==> src/rtl/pwr_pkg.sv <==
// Shared definitions for the power state controller.
// Assumes the software-visible bit layout of the power control register.
package pwr_pkg;
    typedef struct packed {
        logic fast_baud;
        logic hard_pd_arm;
        logic recover;
        logic rsvd;
        logic flag1;
        logic flag0;
        logic pd;
        logic idle;
    } pcon_t;
endpackage

==> src/rtl/pwr_mc_rst.sv <==
// Machine-cycle phase counter and reset-pin qualifier.
// Assumes rst_pin is synchronous to clk. rst_hold is high after RST_MC
// consecutive high samples, taken on the last clock of each machine cycle.
module pwr_mc_rst #(
    parameter int OSC_PER_MC = 12,
    parameter int RST_MC     = 2
) (
    input  logic clk,
    input  logic rst_n,
    input  logic rst_pin,
    output logic rst_hold
);
    localparam int PH_W = $clog2(OSC_PER_MC);
    localparam int RC_W = $clog2(RST_MC + 1);

    logic [PH_W-1:0] phase_q;
    logic [RC_W-1:0] rcnt_q;
    logic            mc_tick;

    assign mc_tick  = (phase_q == PH_W'(OSC_PER_MC - 1));
    assign rst_hold = (rcnt_q == RC_W'(RST_MC));

    // Advance the machine-cycle phase.
    always_ff @(posedge clk) begin
        if (!rst_n)       phase_q <= '0;
        else if (mc_tick) phase_q <= '0;
        else              phase_q <= phase_q + 1'b1;
    end

    // Count consecutive high samples of the reset pin, saturating at the threshold.
    always_ff @(posedge clk) begin
        if (!rst_n) begin
            rcnt_q <= '0;
        end else if (mc_tick) begin
            if (!rst_pin)      rcnt_q <= '0;
            else if (!rst_hold) rcnt_q <= rcnt_q + 1'b1;
        end
    end
endmodule

==> src/rtl/pwr_wake_sel.sv <==
// Classifies pending requests as enabled wakes or recover-eligible disabled wakes.
// Assumes one request line (NOWAKE_IDX) may never wake while disabled.
module pwr_wake_sel #(
    parameter int N_IRQ      = 6,
    parameter int NOWAKE_IDX = 5
) (
    input  logic [N_IRQ-1:0] irq_req,
    input  logic [N_IRQ-1:0] irq_en,
    output logic             en_hit,
    output logic             dis_hit
);
    logic [N_IRQ-1:0] en_line;
    logic [N_IRQ-1:0] dis_line;

    for (genvar i = 0; i < N_IRQ; i++) begin : g_line
        assign en_line[i] = irq_req[i] & irq_en[i];
        if (i == NOWAKE_IDX) begin : g_excl
            assign dis_line[i] = 1'b0;
        end else begin : g_norm
            assign dis_line[i] = irq_req[i] & ~irq_en[i];
        end
    end

    assign en_hit  = |en_line;
    assign dis_hit = |dis_line;
endmodule

==> src/rtl/pwr_t1_edge.sv <==
// Registers the timer-1 pin and flags its falling transition.
// Assumes t1_pin is synchronous to clk and idles high.
module pwr_t1_edge (
    input  logic clk,
    input  logic rst_n,
    input  logic t1_pin,
    output logic t1_fall
);
    logic t1_prev_q;

    // Remember the previous pin level.
    always_ff @(posedge clk) begin
        if (!rst_n) t1_prev_q <= 1'b1;
        else        t1_prev_q <= t1_pin;
    end

    assign t1_fall = t1_prev_q & ~t1_pin;
endmodule

==> src/rtl/pwr_mode_reg.sv <==
// Power control register and mode sequencing: entry by write or pin edge,
// exit by interrupt, recover wake, pin level or qualified reset.
// Assumes writes only matter while the CPU is running.
module pwr_mode_reg
    import pwr_pkg::*;
(
    input  logic       clk,
    input  logic       rst_n,
    input  logic       wr_en,
    input  logic [7:0] wr_data,
    input  logic       rst_hold,
    input  logic       en_hit,
    input  logic       dis_hit,
    input  logic       t1_fall,
    input  logic       t1_pin,
    output pcon_t      pcon,
    output logic       hpd_act,
    output logic       resume
);
    pcon_t wd;
    pcon_t wr_val;

    // Shape write data: the unused bit reads zero and power-down beats idle.
    always_comb begin
        wd            = pcon_t'(wr_data);
        wr_val        = wd;
        wr_val.rsvd   = wd.rsvd & 1'b0;
        wr_val.idle   = wd.idle & ~wd.pd;
    end

    // Sequence the register, the hard power-down flag and the resume pulse.
    always_ff @(posedge clk) begin
        if (!rst_n || rst_hold) begin
            pcon    <= '0;
            hpd_act <= 1'b0;
            resume  <= 1'b0;
        end else begin
            resume <= 1'b0;
            if (hpd_act) begin
                if (t1_pin) hpd_act <= 1'b0;
            end else if (pcon.pd || pcon.idle) begin
                if (en_hit) begin
                    pcon.pd   <= 1'b0;
                    pcon.idle <= 1'b0;
                end else if (pcon.recover && dis_hit) begin
                    pcon.pd   <= 1'b0;
                    pcon.idle <= 1'b0;
                    resume    <= 1'b1;
                end
            end else begin
                if (wr_en)                    pcon    <= wr_val;
                if (t1_fall && pcon.hard_pd_arm) hpd_act <= 1'b1;
            end
        end
    end
endmodule

==> src/rtl/pwr_state_ctrl.sv <==
// Top of the power state controller: derives the clock and oscillator enables,
// the port float request and the resume indication.
// Assumes clk keeps running in every state (always-on control domain).
module pwr_state_ctrl #(
    parameter int N_IRQ      = 6,
    parameter int NOWAKE_IDX = 5,
    parameter int OSC_PER_MC = 12,
    parameter int RST_MC     = 2
) (
    input  logic             clk,
    input  logic             rst_n,
    input  logic             reg_wr_en,
    input  logic [7:0]       reg_wr_data,
    input  logic [N_IRQ-1:0] irq_req,
    input  logic [N_IRQ-1:0] irq_en,
    input  logic             t1_pin,
    input  logic             rst_pin,
    input  logic             float_cfg,
    output logic [7:0]       pcon_q,
    output logic             cpu_clk_en,
    output logic             osc_en,
    output logic             port_float,
    output logic             resume_nosvc
);
    import pwr_pkg::*;

    logic  rst_hold;
    logic  en_hit;
    logic  dis_hit;
    logic  t1_fall;
    logic  hpd_act;
    pcon_t pcon;

    pwr_mc_rst #(.OSC_PER_MC(OSC_PER_MC), .RST_MC(RST_MC)) u_rst (
        .clk(clk), .rst_n(rst_n), .rst_pin(rst_pin), .rst_hold(rst_hold)
    );

    pwr_wake_sel #(.N_IRQ(N_IRQ), .NOWAKE_IDX(NOWAKE_IDX)) u_wake (
        .irq_req(irq_req), .irq_en(irq_en), .en_hit(en_hit), .dis_hit(dis_hit)
    );

    pwr_t1_edge u_t1 (
        .clk(clk), .rst_n(rst_n), .t1_pin(t1_pin), .t1_fall(t1_fall)
    );

    pwr_mode_reg u_mode (
        .clk(clk), .rst_n(rst_n), .wr_en(reg_wr_en), .wr_data(reg_wr_data),
        .rst_hold(rst_hold), .en_hit(en_hit), .dis_hit(dis_hit),
        .t1_fall(t1_fall), .t1_pin(t1_pin),
        .pcon(pcon), .hpd_act(hpd_act), .resume(resume_nosvc)
    );

    // Drive the enables from the registered mode state.
    always_comb begin
        pcon_q     = pcon;
        osc_en     = ~(pcon.pd | hpd_act);
        cpu_clk_en = osc_en & ~pcon.idle;
        port_float = float_cfg & ~osc_en;
    end
endmodule

==> config.mk <==
export PLATFORM = sky130hd
export DESIGN_NAME = pwr_state_ctrl
export DESIGN_NICKNAME = d
export VERILOG_FILES = /design/src/rtl/pwr_pkg.sv /design/src/rtl/pwr_mc_rst.sv /design/src/rtl/pwr_wake_sel.sv /design/src/rtl/pwr_t1_edge.sv /design/src/rtl/pwr_mode_reg.sv /design/src/rtl/pwr_state_ctrl.sv
export SDC_FILE = /design/constraint.sdc
export NUM_CORES = 1
export LEC_CHECK = 0
export BUFFER_PORTS_ARGS = -buffer_cell sky130_fd_sc_hd__buf_4
export CAP_MARGIN = 30
export CORE_ASPECT_RATIO = 1.2
export CORE_MARGIN = 10
export CORE_UTILIZATION = 47
export DETAILED_ROUTE_END_ITERATION = 10
export PLACE_DENSITY = 0.82
export SLEW_MARGIN = 15
export SYNTH_ARGS = -nofsm -noshare
export SYNTH_HDL_FRONTEND = slang
export SYNTH_SLANG_ARGS = --single-unit
==> constraint.sdc <==
create_clock -name clk -period 2.6 [get_ports clk]
set_input_delay 0.13 -clock clk [delete_from_list [all_inputs] [get_ports clk]]
set_output_delay 0.13 -clock clk [all_outputs]
set_load 0.01 [all_outputs]
==> metrics.txt <==
run status completed; die footprint 0.00361 sq mm; worst path cell trace nor2_2 > a221oi_1 > nand3_1 > o21ai_2 > mux2i_1; Die Wd 56.5 um; Worst EP arrival 1610 ps; IO Port Bufs 35; GRT Overall Usage 10.0%; Nets 151; met1 Resource Use GR 10.4%; largest stage delay on the critical path 440 ps; part of the cycle the worst path needs 54.1%; commonest non-fill, non-tap cell in the layout buf_4; Adder-Cell Fraction of Synth Area 3.32%; drt wl/cell 13.6 um; met3 usage 3.75%; Critical Path End Type flip-flop; CP startpoint kind flip-flop; area share of the largest cell type after synthesis 42.5%; Top Ports 38; CTS Root Buffer Type clkbuf_4; Core Footprint 0.00148 sq mm; Post-synth top flop dfxtp_1; CTS max path bufs 2; largest family of logic cells by synthesized area simple AND/OR/NAND/NOR gates; # diodes 0; GRT met2 Usage 18.3%; area leader, netlist dfxtp_1; worst ir drop on vdd 346 uV; slowest CP cell dfxtp_1; PostCTS Resize Cnt 0; GR peak layer met2; Max Cap Viol 0; multi-input combinational cell area 392 sq um; cell area after synthesis 753 sq um; Mapped Avg Cell Area 8.86 sq um; WHS Path Cells 2; Area growth syn-to-layout 38.2%; number of detailed-route iterations in the first pass 4; largest net degree at the start of global routing 10; area taken by flip-flops and latches 320 sq um; GRT overflow 0; GP Congestion 0.737; min cycle time layout 1410 ps; DRT iter0 DRCs 11; Reg2Reg Depth 5; DP HPWL 1600 um; Reg clk slew, reported paths 80 ps; cell count after synthesis 85; Worst Skew 3.70 ps; Compound-Gate Fraction of Synth Area 12.3%; Leak 0.482 nW; Initial Utilization 50.8%; post-route setup TNS 0 ps; Data required, critical path 2810 ps; row cnt 15; Synth Area in Simple Gates 26.7%; share of layout cells above drive strength 1 33.1%; Crit Path Category flip-flop to flip-flop; H-tree depth 1; hold-fix buffers at CTS 0; post-synthesis sequential area ratio 42.5%; RSZ-0062 raised after global routing no; #FFs+latches synth 16; Crit Path Max Fanout 6; Synth Net Count 113; mux cell area share after synthesis 7.97%; Post-Synth XOR/XNOR Area 1.16%; Setup Buffers After CTS 0; total CTS buffers 3; placed instance area 0.00102 sq mm; highest clock rate 0.711 GHz; Final Hold Fails 0; total number of vias 717; Die Y 63.9 um; Post-synth EDFFs 0; initial antenna violation count 0; first-pass GRT wire length 3080 um; Hold/Removal Path Class input pin to flip-flop; design area 0.00104 sq mm; filler cell count 132; clock sink count 16; most frequent cells in the layout 35 x buf_4, 16 x dfxtp_1, 10 x nor2_1; fraction of registers with async set/reset 0%; synth warn 0; Vias/cell 5.20; Detail Route Antenna Nets 0; Clock Latency Late Sink 270 ps; power per standard cell area 493 mW/mm^2; CTS tree done; Distinct cells, synth 30; synth top area cells dfxtp_1 43%, mux2i_1 8.0%, nor2_1 5.0%, nand2b_1 4.2%, ha_1 3.3%; vias in the first global route 728; Setup Viol. Count Final 0; Post-route DRC 0; Slew Viols, Final 0; drt total wl 1880 um
==> per-stage QoR <==
step	utilization, %	std cells	hold slack, ps	worst slack [ps]	total power [W]
2_1_floorplan	-	85	203	1230	0.000339
3_3_place_gp	68.7	135	305	1240	0.000395
3_5_place_dp	68.7	135	310	1200	0.000400
4_1_cts	70.2	138	15.1	1160	0.000519
5_1_grt	70.2	138	12.8	1080	0.000544
6_report	70.2	138	19.3	1190	0.000513
==> flip-flops by register name, summed over array words and instances (netlist names) <==
signal and cells:
u_mode.pcon 7, u_rst.phase_q 4, u_mode.resume 1, u_mode.hpd_act 1, u_t1.t1_prev_q 1, u_rst.rcnt_q 2
==> path summary, 6_finish.rpt <==
check,slack [ps],from,to
max reg2reg,1190,u_mode.pcon[1],u_mode.pcon[0]
min,20,t1_pin,u_mode.hpd_act
min reg2reg,450,u_rst.phase_q[0],u_rst.phase_q[0]
max,1190,u_mode.pcon[1],u_mode.pcon[0]
==> synth_stat cells (2+ instances only) <==
library cell  instances
ha_1                  2
mux2i_1               6
nand2b_1              5
nand2_1               4
nand3_1               3
and2_1                2
nor3_1                3
dfxtp_1              16
inv_1                 6
nand3b_1              2
a31oi_1               2
a22oi_1               3
nor2_1               10
nor2b_1               4
a21oi_1               2
==> cell families (layout without fill, tap and decap cells) <==
| logic type | Yosys count | in the layout |
|---|---|---|
| compound gates | 13 | 13 |
| xor+xnor | 1 | 1 |
| fa+ha+maj | 2 | 2 |
| buf+inv | 8 | 44 |
| flops | 16 | 16 |
| mux | 6 | 6 |
| other cells | 1 | 1 |
| simple gates | 38 | 38 |
==> cell type report <==
type | count | share of cell area [%]
clock buffer | 3 | 2.16
inverter | 6 | 2.16
sequential | 16 | 30.8
timing repair buffer | 35 | 25.2
multi-input combinational | 61 | 37.6
tap | 17 | 2.04
==> critical path, delay by kind of cell, from the launching register on <==
kind,cells,cell delay (ps)
simple gates,2,260
compound gates,2,430
mux,1,210
flops,1,440
==> metal layers <==
layer | vias up | wire length (um)
li1 | 364 | -
met1 | 328 | 736
met2 | 23 | 982
met3 | 2 | 150
met4 | 0 | 12
met5 | - | 0
==> report_power, final <==
group	switching [W]	internal [W]	total [W]
logic	0.0000538	0.0000685	0.000122
clock network	0.0000668	0.0000536	0.000120
registers	0.0000110	0.000259	0.000270
total	0.000132	0.000381	0.000513
No activity file was read; power rests on OpenSTA's default activity.
